File: src/rtl/cache_ram_xlat_pkg.sv
package cache_ram_xlat_pkg;
  localparam int WIN_W  = 12;
  localparam int BLK_W  = 9;   // 0x200 locations per block

  typedef enum logic [1:0] {
    RG_NONE = 2'd0,
    RG_WORD = 2'd1,
    RG_TLO  = 2'd2,
    RG_THI  = 2'd3
  } region_e;
endpackage

File: src/rtl/xlat_decode.sv
module xlat_decode
  import cache_ram_xlat_pkg::*;
#(
  parameter int ADDR_W = 24,
  parameter int LINES  = 256,
  localparam int LINE_W = $clog2(LINES)
) (
  input  logic                    req_i,
  input  logic                    data_mode_i,
  input  logic [ADDR_W-1:0]       addr_i,
  input  logic [ADDR_W-WIN_W-1:0] base_i,
  output logic                    in_win_o,
  output region_e                 region_o,
  output logic [LINE_W+1:0]       word_idx_o,
  output logic [LINE_W-1:0]       line_o,
  output logic                    field_o
);
  localparam logic [9:0] LIM = 10'(LINES);

  logic [WIN_W-1:0] off;
  logic [2:0]       blk;
  logic [BLK_W-1:0] sub;
  logic             line_ok, hline_ok;

  assign off      = addr_i[WIN_W-1:0];
  assign blk      = off[11:9];
  assign sub      = off[BLK_W-1:0];
  assign line_ok  = ({1'b0, sub} < LIM);
  assign hline_ok = ({2'b00, off[7:0]} < LIM);

  assign in_win_o   = req_i && data_mode_i && (addr_i[ADDR_W-1:WIN_W] == base_i);
  assign word_idx_o = {blk[1:0], sub[LINE_W-1:0]};
  assign line_o     = off[LINE_W-1:0];
  assign field_o    = off[8];

  always_comb begin
    region_o = RG_NONE;
    unique case (blk)
      3'd0, 3'd1, 3'd2, 3'd3: if (line_ok)  region_o = RG_WORD;
      3'd4:                   if (line_ok)  region_o = RG_TLO;
      3'd5:                   if (hline_ok) region_o = RG_THI;
      default:                region_o = RG_NONE;
    endcase
  end
endmodule

File: src/rtl/xlat_rdmux.sv
module xlat_rdmux
  import cache_ram_xlat_pkg::*;
(
  input  logic        clk_i,
  input  logic        rst_ni,
  input  logic        rd_i,
  input  region_e     region_i,
  input  logic [15:0] wrd_rdata_i,
  input  logic [15:0] tlo_rdata_i,
  input  logic [7:0]  thi_rdata_i,
  output logic        rvalid_o,
  output logic [15:0] rdata_o
);
  region_e sel_q;
  logic    rv_q;

  always_ff @(posedge clk_i or negedge rst_ni) begin
    if (!rst_ni) begin
      rv_q  <= 1'b0;
      sel_q <= RG_NONE;
    end else begin
      rv_q <= rd_i;
      if (rd_i) sel_q <= region_i;
    end
  end

  assign rvalid_o = rv_q;

  always_comb begin
    rdata_o = 16'h0000;
    if (rv_q) begin
      unique case (sel_q)
        RG_WORD: rdata_o = wrd_rdata_i;
        RG_TLO:  rdata_o = tlo_rdata_i;
        RG_THI:  rdata_o = {thi_rdata_i, 8'h00};
        default: rdata_o = 16'h0000;
      endcase
    end
  end
endmodule

File: src/rtl/cache_ram_xlat.sv
module cache_ram_xlat
  import cache_ram_xlat_pkg::*;
#(
  parameter int ADDR_W = 24,
  parameter int LINES  = 256,
  localparam int LINE_W = $clog2(LINES)
) (
  input  logic                    clk_i,
  input  logic                    rst_ni,
  input  logic                    data_mode_i,
  input  logic [ADDR_W-WIN_W-1:0] base_i,
  input  logic                    req_i,
  input  logic                    we_i,
  input  logic [ADDR_W-1:0]       addr_i,
  input  logic [1:0]              be_i,
  input  logic [15:0]             wdata_i,
  output logic                    match_o,
  output logic                    unavail_o,
  output logic                    rvalid_o,
  output logic [15:0]             rdata_o,
  output logic                    wrd_en_o,
  output logic                    wrd_we_o,
  output logic [LINE_W+1:0]       wrd_idx_o,
  output logic [1:0]              wrd_be_o,
  output logic [15:0]             wrd_wdata_o,
  input  logic [15:0]             wrd_rdata_i,
  output logic                    tlo_en_o,
  output logic                    tlo_we_o,
  output logic [LINE_W-1:0]       tlo_idx_o,
  output logic [1:0]              tlo_be_o,
  output logic [15:0]             tlo_wdata_o,
  input  logic [15:0]             tlo_rdata_i,
  output logic                    thi_en_o,
  output logic                    thi_we_o,
  output logic [LINE_W-1:0]       thi_idx_o,
  output logic                    thi_field_o,
  output logic [7:0]              thi_wdata_o,
  input  logic [7:0]              thi_rdata_i
);
  logic              in_win;
  region_e           region;
  logic [LINE_W+1:0] word_idx;
  logic [LINE_W-1:0] line;
  logic              field;

  xlat_decode #(.ADDR_W(ADDR_W), .LINES(LINES)) u_dec (
    .req_i       (req_i),
    .data_mode_i (data_mode_i),
    .addr_i      (addr_i),
    .base_i      (base_i),
    .in_win_o    (in_win),
    .region_o    (region),
    .word_idx_o  (word_idx),
    .line_o      (line),
    .field_o     (field)
  );

  assign match_o   = in_win;
  assign unavail_o = in_win && (region == RG_NONE);

  assign wrd_en_o    = in_win && (region == RG_WORD);
  assign wrd_we_o    = we_i;
  assign wrd_idx_o   = word_idx;
  assign wrd_be_o    = be_i;
  assign wrd_wdata_o = wdata_i;

  assign tlo_en_o    = in_win && (region == RG_TLO);
  assign tlo_we_o    = we_i;
  assign tlo_idx_o   = line;
  assign tlo_be_o    = be_i;
  assign tlo_wdata_o = wdata_i;

  // byte array lives on the odd lane only; a write without it is dropped
  assign thi_en_o    = in_win && (region == RG_THI) && (!we_i || be_i[1]);
  assign thi_we_o    = we_i;
  assign thi_idx_o   = line;
  assign thi_field_o = field;
  assign thi_wdata_o = wdata_i[15:8];

  xlat_rdmux u_rdm (
    .clk_i       (clk_i),
    .rst_ni      (rst_ni),
    .rd_i        (in_win && !we_i),
    .region_i    (region),
    .wrd_rdata_i (wrd_rdata_i),
    .tlo_rdata_i (tlo_rdata_i),
    .thi_rdata_i (thi_rdata_i),
    .rvalid_o    (rvalid_o),
    .rdata_o     (rdata_o)
  );
endmodule

File: config.mk
export PLATFORM = sky130hd
export DESIGN_NAME = cache_ram_xlat
export DESIGN_NICKNAME = d
export VERILOG_FILES = /design/src/rtl/cache_ram_xlat_pkg.sv /design/src/rtl/xlat_decode.sv /design/src/rtl/xlat_rdmux.sv /design/src/rtl/cache_ram_xlat.sv
export SDC_FILE = /design/constraint.sdc
export NUM_CORES = 1
export LEC_CHECK = 0
export ABC_AREA = 1
export BUFFER_PORTS_ARGS = -buffer_cell sky130_fd_sc_hd__buf_2
export CAP_MARGIN = 20
export CELL_PAD_IN_SITES_DETAIL_PLACEMENT = 1
export CELL_PAD_IN_SITES_GLOBAL_PLACEMENT = 1
export CORE_ASPECT_RATIO = 0.7
export CORE_MARGIN = 2
export CORE_UTILIZATION = 19
export CTS_CLUSTER_DIAMETER = 80
export CTS_CLUSTER_SIZE = 10
export DETAILED_ROUTE_END_ITERATION = 8
export GPL_ROUTABILITY_DRIVEN = 1
export PLACE_DENSITY = 0.89
export SLEW_MARGIN = 40
export SYNTH_ARGS = -nofsm -noshare
export SYNTH_HDL_FRONTEND = slang
export SYNTH_SLANG_ARGS = --single-unit
File: constraint.sdc
create_clock -name clk_i -period 3.4 [get_ports clk_i]
set_input_delay 0.34 -clock clk_i [delete_from_list [all_inputs] [get_ports clk_i]]
set_output_delay 0.34 -clock clk_i [all_outputs]
set_load 0.005 [all_outputs]
---- Word level (Yosys, flattened, before mapping) ----
Cells that the tools add are included.
W data, S select, Z words.
word-level totals
  input port bits ......................... 99
  output and inout port bits .............. 96
  register bits after elaboration ......... 3
  logic and storage cells ................. 33
cells by class
  order comparisons ....................... 1
  eq/ne operators ......................... 12
  mux-type cells .......................... 5
  reduce and logical (&&, ||, !) cells .... 13
operator list
  operator              count
  $pmux W16 S3          1
  $mux W16              1
  $eq A12 B12 Y1        1
  $lt A9 B9 Y1 const B  1
  $eq A2 B2 Y1 const B  4
  $logic_and A1 B1 Y1   8
  $eq A3 B2 Y1 const B  2
  $eq A3 B3 Y1 const B  2
  $pmux W2 S3           1
  $eq A2 B1 Y1 const B  2
  $reduce_or A4 Y1      1
  $eq A3 B1 Y1 const B  1
  $logic_not A3 Y1      1
  $logic_not A2 Y1      1
  $mux W2               1
  $logic_not A1 Y1      1
  $logic_or A1 B1 Y1    1
  $mux W1               1

---- Longest topological paths before layout ----
Gate-level depths: netlist of the first run.
  depth after elaboration ................. 6
  mapped depth ............................ 9
  depth with buffers taken out ............ 9

---- Modules after synthesis ----
A second synthesis of the first run with hierarchy kept.
second synthesis, totals
  cell total of the unflattened synthesis .. 230
  area, all modules ....................... 1363.8 um2
by module, submodules not included
  module          cells an instance  instances  area each (um2)  seq. area each (um2)
  xlat_rdmux      89                 1          520.5            75.1
  cache_ram_xlat  66                 1          461.7            0.0
  xlat_decode     75                 1          381.6            0.0

---- Worst setup path before layout of the first run ----
No wires, ideal clock.
  path kind ............................... register -> output
  from .................................... register u_rdm.sel_q[1]
  to ...................................... output port rdata_o[15]
  buffers on the path ..................... 2
  data required time ...................... 3.060 ns
  arrival time ............................ 1.105 ns
  setup slack ............................. 1.955 ns
  stages on the path, launching flop included .. 9
  cells stage by stage .................... dfrtp_1 buf_6 or2_1 buf_6 clkinv_4 nand2_1 nand3_1 nand2_1 inv_1
on the way
  longest elaborated chain between the ends .. 3
  elaborated cells between the ends (all ways) .. 5
  those cells by class .................... eq/ne (3); mux (2)
RTL lines
  element                                              line                  RTL
  from (decl)                                          xlat_rdmux.sv:14      region_e sel_q;
  from (signal assigned)                               xlat_rdmux.sv:23      if (rd_i) sel_q <= region_i;
  $eq A2 B2 Y1 / $eq A2 B1 Y1 (equally long branches)  xlat_rdmux.sv:32      unique case (sel_q)
  $pmux W16 S3 (*)                                     xlat_rdmux.sv:32
  $mux W16 (*)                                         xlat_rdmux.sv:31      if (rv_q) begin
  to (decl)                                            cache_ram_xlat.sv:20  output logic [15:0] rdata_o,
Mark *: on every way between the ends. The rest lies on a longest branch, timed or not.

---- Worst setup path in the final report of the first run ----
Ends and elaborated chain as after synthesis.

==> run_results.csv, run 1 <==
group,metric,value,unit
logic_synthesis,ys_top_cells_by_area,"sky130_fd_sc_hd__buf_4 40%, sky130_fd_sc_hd__nand2_1 16%, sky130_fd_sc_hd__inv_1 11%",
logic_synthesis,share_of_synthesized_area_occupied_by_flip_flops_and_latches,0.0529,
sta,timing.setup.tns,0,ps
routing,vias_per_cell,3.89,
grt,global_route.overflow_total,0,
clocking,longest_clk_path_bufs,2,
routing,via_count,1452,
sta,report.final.setup_viol,0,
clocking,clk_transition_reported_paths,30,ps
logic_synthesis,syn-num-nets,345,
place,buffer_ports.inserted,103,
logic_synthesis,post_synth_inst_count,246,
die,fp.coreArea,0.00725,sq mm
sta,slack_of_the_critical_path,1090,ps
final_layout,drive_gt1_frac,0.436,
final_layout,synthToLayoutAreaGrowth,7.05,%
worst_setup_path,critical_path.startpoint_type,"register",
clocking,cts_made_buffers,3,
logic_synthesis,syn_std_cell_area,0.00142,sq mm
sta,report.final.hold_viol_count,0,
clocking,cts_root_buf,"sky130_fd_sc_hd__clkbuf_8",
place,dp_hpwl,3.64,mm
grt,global_route.usage.total,0.101,
die,num_io_pins,195,
logic_synthesis,synth_async_sr_flop_share,1.00,
place,place_ws,1260,ps
worst_setup_path,setup.worst_path.class,"reg2out",
die,fp.dieH,76.3,microns
power_and_ir_drop,leakage,1.01,nW
routing,drtIter0Drc,18,
routing,drt-pass1-iter-count,2,
sta,tightest_slew,596,ps
grt,grt_pass1_wl,6.89,mm
worst_hold_path,hold_class,"in2async",
power_and_ir_drop,vdd_drop_max,0.0000737,V
place,gpl.final_weighted_congestion,0.702,
worst_setup_path,critical_path.max_fanout,19,
worst_setup_path,endpoint_kind,"primary output",
flow_run,cap_viol_max_count,0,
logic_synthesis,syn_avg_cell_area,5.77,sq um
sta,drv_slew,0,
sta,slew_limit_headroom,0.602,
final_layout,insertedDiodeCount,0,
final_layout,design.final.nets,375,
logic_synthesis,count_of_flip_flops_with_a_built_in_enable_after_synthesis,0,
routing,antenna_violating_nets_post_route,0,
routing,remaining_drc_errors,0,
logic_synthesis,primary_ff_master_synth,"sky130_fd_sc_hd__dfrtp_1",
sta,max_freq,0.433,GHz
final_layout,layout.core_utilization,0.209,
grt,grt_start_max_net_pins,20,
sta,clock_skew,0,ps
logic_synthesis,synth_cell_type_count,19,
final_layout,most_used_cells_in_the_layout_excluding_fill_and_tap_cells,"103 x sky130_fd_sc_hd__buf_2, 59 x sky130_fd_sc_hd__nand2_1, 40 x sky130_fd_sc_hd__inv_1, 21 x sky130_fd_sc_hd__nand3_1, 17 x sky130_fd_sc_hd__nor2_1",
clocking,cts-htree-levels,1,
power_and_ir_drop,pwr_density_cell,144,mW/mm^2
logic_synthesis,ys_warn_count,0,
worst_setup_path,required_arrival_time_at_the_worst_endpoint,3060,ps
routing,finalWirelength,4.09,mm
worst_setup_path,worstPathArrival,1970,ps
die,dieWidth,107,microns
clocking,clock_insertion_delay_worst_skew,210,ps
final_layout,fin_area,0.00152,sq mm
status,run_status,"finished clean",
place,placed_cell_area,0.00146,sq mm
grt,antenna_found_initial,0,
sta,final_period_minus_worst_setup_slack,2310,ps
sta,rsz0062_at_grt,"no",
clocking,cts_num_sinks,3,
final_layout,layout_commonest_cell,"sky130_fd_sc_hd__buf_2",
clocking,cts_tree,"done",
logic_synthesis,post-synth-top-area-fraction,0.397,
routing,wire_per_inst,11.0,microns
die,fp.dieArea,0.00819,sq mm
sta,period_utilization,0.680,
die,initial_core_util,0.196,
logic_synthesis,ys_seq_elements,3,
logic_synthesis,cell_type_contributing_the_most_total_cell_area_after_synthesis,"sky130_fd_sc_hd__buf_4",
die,floorplan.rows,26,
grt,grt_pass1_vias,1548,
-- cell type report --
cell class / count / area, sq um
fill: 974 / 5740
timing repair buffer: 104 / 526
tap: 98 / 123
clock buffer: 4 / 45.0
inverter: 42 / 163
multi-input combinational: 122 / 588
sequential: 3 / 75.1
-- Yosys cell counts, types with 2 or more instances --
cell type                  number
sky130_fd_sc_hd__a21oi_1        8
sky130_fd_sc_hd__buf_4         75
sky130_fd_sc_hd__buf_6          2
sky130_fd_sc_hd__clkbuf_1       2
sky130_fd_sc_hd__dfrtp_1        3
sky130_fd_sc_hd__inv_1         40
sky130_fd_sc_hd__nand2_1       59
sky130_fd_sc_hd__nand3_1       21
sky130_fd_sc_hd__nand4_1        2
sky130_fd_sc_hd__nor2_1        17
sky130_fd_sc_hd__nor2_2         2
sky130_fd_sc_hd__nor3_2         2
sky130_fd_sc_hd__o211ai_2       7
-- routing by layer --
| layer | vias up | routed length [microns] | track usage |
|---|---|---|---|
| li1 | 730 | - | - |
| met1 | 627 | 1620 | 0.108 |
| met2 | 93 | 1980 | 0.179 |
| met3 | 2 | 448 | 0.0419 |
| met4 | 0 | 37 | 0.0325 |
| met5 | - | 0 | 0 |
-- flip-flops by register name, summed over array words and instances, names as in the netlist --
name / flops
u_rdm.rvalid_o: 1
u_rdm.sel_q: 2
-- metrics by stage --
stage / hold WS, ps / std cells / total power, mW
after CTS: 472 / 373 / 0.224
after global placement: 136 / 368 / 0.113
after global routing: 471 / 373 / 0.238
final: 467 / 373 / 0.218
after detailed placement: 142 / 368 / 0.117
after floorplan: 44.4 / 246 / 0.131
-- path summary, 6_finish.rpt --
kind / startpoint / endpoint / slack, ps / cells past startpoint
setup / recovery: u_rdm.sel_q[1] / rdata_o[15] / 1090 / 7
hold / removal: rst_ni / u_rdm.rvalid_o / 470 / 2
setup reg to reg: u_rdm.sel_q[1] / u_rdm.sel_q[1] / 2450 / 2
hold reg to reg: u_rdm.sel_q[0] / u_rdm.sel_q[0] / 520 / 2
max in group asynchronous: rst_ni / u_rdm.sel_q[1] / 2820 / 2
min in group clk_i: we_i / u_rdm.sel_q[1] / 500 / 4
-- where the power goes --
group,internal [mW],switching (mW)
Sequential,0.0360,0.0000692
Clock,0.0798,0.0222
Combinational,0.0436,0.0366
-- kinds of logic (layout without fill, tap and decap cells) --
| group | count (synthesis) | after routing | share of synthesized area |
|---|---|---|---|
| buffers and inverters | 121 | 150 | 0.533 |
| and+or+nand+nor | 105 | 105 | 0.316 |
| AOI/OAI and AO/OA | 17 | 17 | 0.0988 |
| DFF | 3 | 3 | 0.0529 |
-- worst max-delay path, cell delays in order (launching register included) --
cell and delay (ps):
sky130_fd_sc_hd__dfrtp_1 710, sky130_fd_sc_hd__or2_1 500, sky130_fd_sc_hd__clkinv_4 170, sky130_fd_sc_hd__nand2_1 100
sky130_fd_sc_hd__nand3_1 60, sky130_fd_sc_hd__nand2_1 60, sky130_fd_sc_hd__inv_1 40, sky130_fd_sc_hd__buf_2 110
-- what timing repair did --
action                     CTS  global route
setup endpoints to repair    0             0
resized for setup            0             0
hold endpoints to repair     3             0
hold buffers                 1             0
buffers inserted             0             0
(Power assumes the default switching activity.)
==> run 2: changes to the inputs <==
--- a/config.mk
+++ b/config.mk
@@ -12,12 +12,12 @@
 export CELL_PAD_IN_SITES_GLOBAL_PLACEMENT = 1
 export CORE_ASPECT_RATIO = 0.7
 export CORE_MARGIN = 2
-export CORE_UTILIZATION = 19
+export CORE_UTILIZATION = 18
 export CTS_CLUSTER_DIAMETER = 80
 export CTS_CLUSTER_SIZE = 10
 export DETAILED_ROUTE_END_ITERATION = 8
 export GPL_ROUTABILITY_DRIVEN = 1
-export PLACE_DENSITY = 0.89
+export PLACE_DENSITY = 0.85
 export SLEW_MARGIN = 40
 export SYNTH_ARGS = -nofsm -noshare
 export SYNTH_HDL_FRONTEND = slang
==> constraint.sdc (replaced) <==
create_clock -name clk_i -period 2.13 [get_ports clk_i]
set_input_delay 0.213 -clock clk_i [delete_from_list [all_inputs] [get_ports clk_i]]
set_output_delay 0.213 -clock clk_i [all_outputs]
set_load 0.005 [all_outputs]
==> run_results.csv, run 2 (same netlist as run 1, synthesis figures left out) <==
group,metric,value,unit
grt,antenna_found_initial,0,
power_and_ir_drop,leakage,1.04,nW
die,num_io_pins,195,
final_layout,most_used_cells_in_the_layout_excluding_fill_and_tap_cells,"103 x sky130_fd_sc_hd__buf_2, 59 x sky130_fd_sc_hd__nand2_1, 40 x sky130_fd_sc_hd__inv_1, 21 x sky130_fd_sc_hd__nand3_1, 17 x sky130_fd_sc_hd__nor2_1",
final_layout,final-seq-area,75.1,sq um
worst_setup_path,worstReg2RegStart,"u_rdm.sel_q[1]",
clocking,cts_made_buffers,3,
die,initial_core_util,0.183,
grt,global_route.usage.total,0.0986,
worst_setup_path,path_common_cell,"sky130_fd_sc_hd__nand2_1",
routing,via_count,1491,
worst_setup_path,crit_end,"rdata_o[15]",
final_layout,insertedDiodeCount,0,
routing,vias_per_cell,3.93,
sta,clock_skew,0,ps
clocking,cts_root_buf,"sky130_fd_sc_hd__clkbuf_16",
grt,global_route.overflow_total,0,
sta,final_period_minus_worst_setup_slack,1960,ps
grt,grt_pass1_vias,1528,
sta,timing.setup.tns,0,ps
place,buffer_ports.inserted,103,
routing,remaining_drc_errors,0,
final_layout,largest-register,"u_rdm.sel_q",
sta,report.final.setup_viol,0,
final_layout,synthToLayoutAreaGrowth,11.3,%
power_and_ir_drop,pwr_density_cell,307,mW/mm^2
sta,hold_slack,341,ps
worst_setup_path,cp.depth,7,
worst_setup_path,critical_path.top_delay_family,"simple AND/OR/NAND/NOR gates",
die,fp.coreArea,0.00777,sq mm
routing,drtIter0Drc,37,
die,floorplan.rows,27,
sta,tightest_slew,503,ps
die,fp.dieArea,0.00862,sq mm
worst_setup_path,critical_path.n_buffers_inverters,3,
place,place_ws,399,ps
worst_setup_path,critical_path.max_fanout,10,
place,dp_hpwl,3.86,mm
clocking,clock_insertion_delay_worst_skew,220,ps
grt,grt_pass1_wl,6.71,mm
worst_setup_path,r2r.worst_path.cells,2,
final_layout,design.final.nets,378,
worst_setup_path,endpoint_kind,"primary output",
final_layout,drive_gt1_frac,0.442,
sta,max_freq,0.511,GHz
final_layout,largest_reg_flops,2,
clocking,clk_transition_reported_paths,30,ps
worst_setup_path,required_arrival_time_at_the_worst_endpoint,1920,ps
worst_setup_path,crit_path_top_delay_cell,"sky130_fd_sc_hd__dfrtp_1",
clocking,longest_clk_path_bufs,2,
sta,period_utilization,0.918,
final_layout,area_used_by_multi_input_combinational_logic,588,sq um
routing,drt-pass1-iter-count,4,
worst_setup_path,critical_path.startpoint_type,"register",
sta,slack_of_the_critical_path,175,ps
clocking,cts-htree-levels,1,
worst_setup_path,reg2reg_slack,1400,ps
place,gpl.final_weighted_congestion,0.689,
final_layout,layout_fillers,1023,
die,dieWidth,110,microns
die,fp.dieH,78.3,microns
sta,rsz0062_at_grt,"no",
sta,slew_limit_headroom,0.664,
flow_run,cap_viol_max_count,0,
routing,finalWirelength,4.36,mm
sta,drv_slew,0,
routing,wire_per_inst,11.5,microns
worst_setup_path,critical_path_s_largest_stage_delay,490,ps
clocking,cts_num_sinks,3,
worst_setup_path,setup.worst_path.start,"u_rdm.sel_q[1]",
power_and_ir_drop,total_power,0.484,mW
worst_setup_path,worst_r2r_endpoint,"u_rdm.sel_q[1]",
final_layout,layout_commonest_cell,"sky130_fd_sc_hd__buf_2",
final_layout,layout.core_utilization,0.203,
worst_setup_path,setup.worst_path.class,"reg2out",
worst_hold_path,hold_class,"in2async",
worst_setup_path,timing.critical_path.cells,"or2_1 > clkinv_4 > nand2_1 > nand3_1 > nand2_1 > inv_1 > buf_2",
grt,grt_start_max_net_pins,17,
routing,antenna_violating_nets_post_route,0,
sta,report.final.hold_viol_count,0,
worst_setup_path,worstPathArrival,1740,ps
clocking,cts_tree,"done",
status,run_status,"finished clean",
power_and_ir_drop,vdd_drop_max,0.000171,V
clocking,cts-resized-gates,0,
-- run 2: worst min-delay path by stage --
| stage | from | endpoint | cells past startpoint |
|---|---|---|---|
| after global placement | rst_ni | u_rdm.rvalid_o | 1 |
| after detailed placement | rst_ni | u_rdm.rvalid_o | 1 |
| after CTS | rst_ni | u_rdm.rvalid_o | 2 |
| after floorplan | rst_ni | u_rdm.rvalid_o | 0 |
| final | rst_ni | u_rdm.sel_q[0] | 2 |
| after global routing | rst_ni | u_rdm.sel_q[0] | 2 |
-- run 2: stage by stage --
stage                     instance area, sq um  instances
after floorplan                           1420        246
after global placement                    1490        374
after detailed placement                  1490        374
after CTS                                 1580        379
after global routing                      1580        379
final                                     1580        379
-- run 2: cell type report --
type	instances	share of cell area
Multi-Input combinational cell	122	0.372
Timing Repair Buffer	107	0.347
Inverter	42	0.103
Clock buffer	4	0.0499
Sequential cell	3	0.0475
Tap cell	101	0.0800
-- run 2: where the power goes --
| part | total [mW] | internal [mW] | switching (mW) |
|---|---|---|---|
| combinational | 0.130 | 0.0696 | 0.0603 |
| sequential | 0.0575 | 0.0575 | 0.0000630 |
| clock | 0.297 | 0.247 | 0.0497 |
-- run 2: routing by layer --
| layer | routed length (microns) | GRT usage | up-vias |
|---|---|---|---|
| met4 | 40 | 0.0363 | 0 |
| met5 | 0 | 0 | - |
| met3 | 548 | 0.0473 | 2 |
| li1 | - | - | 735 |
| met1 | 1750 | 0.104 | 660 |
| met2 | 2020 | 0.169 | 94 |
-- run 2: repair_timing --
action / 4_1_cts / 5_1_grt
hold buffers: 1 / 0
endpoints found under the hold margin: 3 / 0
setup buffers: 0 / 0
-- run 2: worst reg2reg max path, cell delays in order (launching register included) --
cell	delay [ps]
sky130_fd_sc_hd__dfrtp_1	460
sky130_fd_sc_hd__nand2_1	110
sky130_fd_sc_hd__nand2_1	50
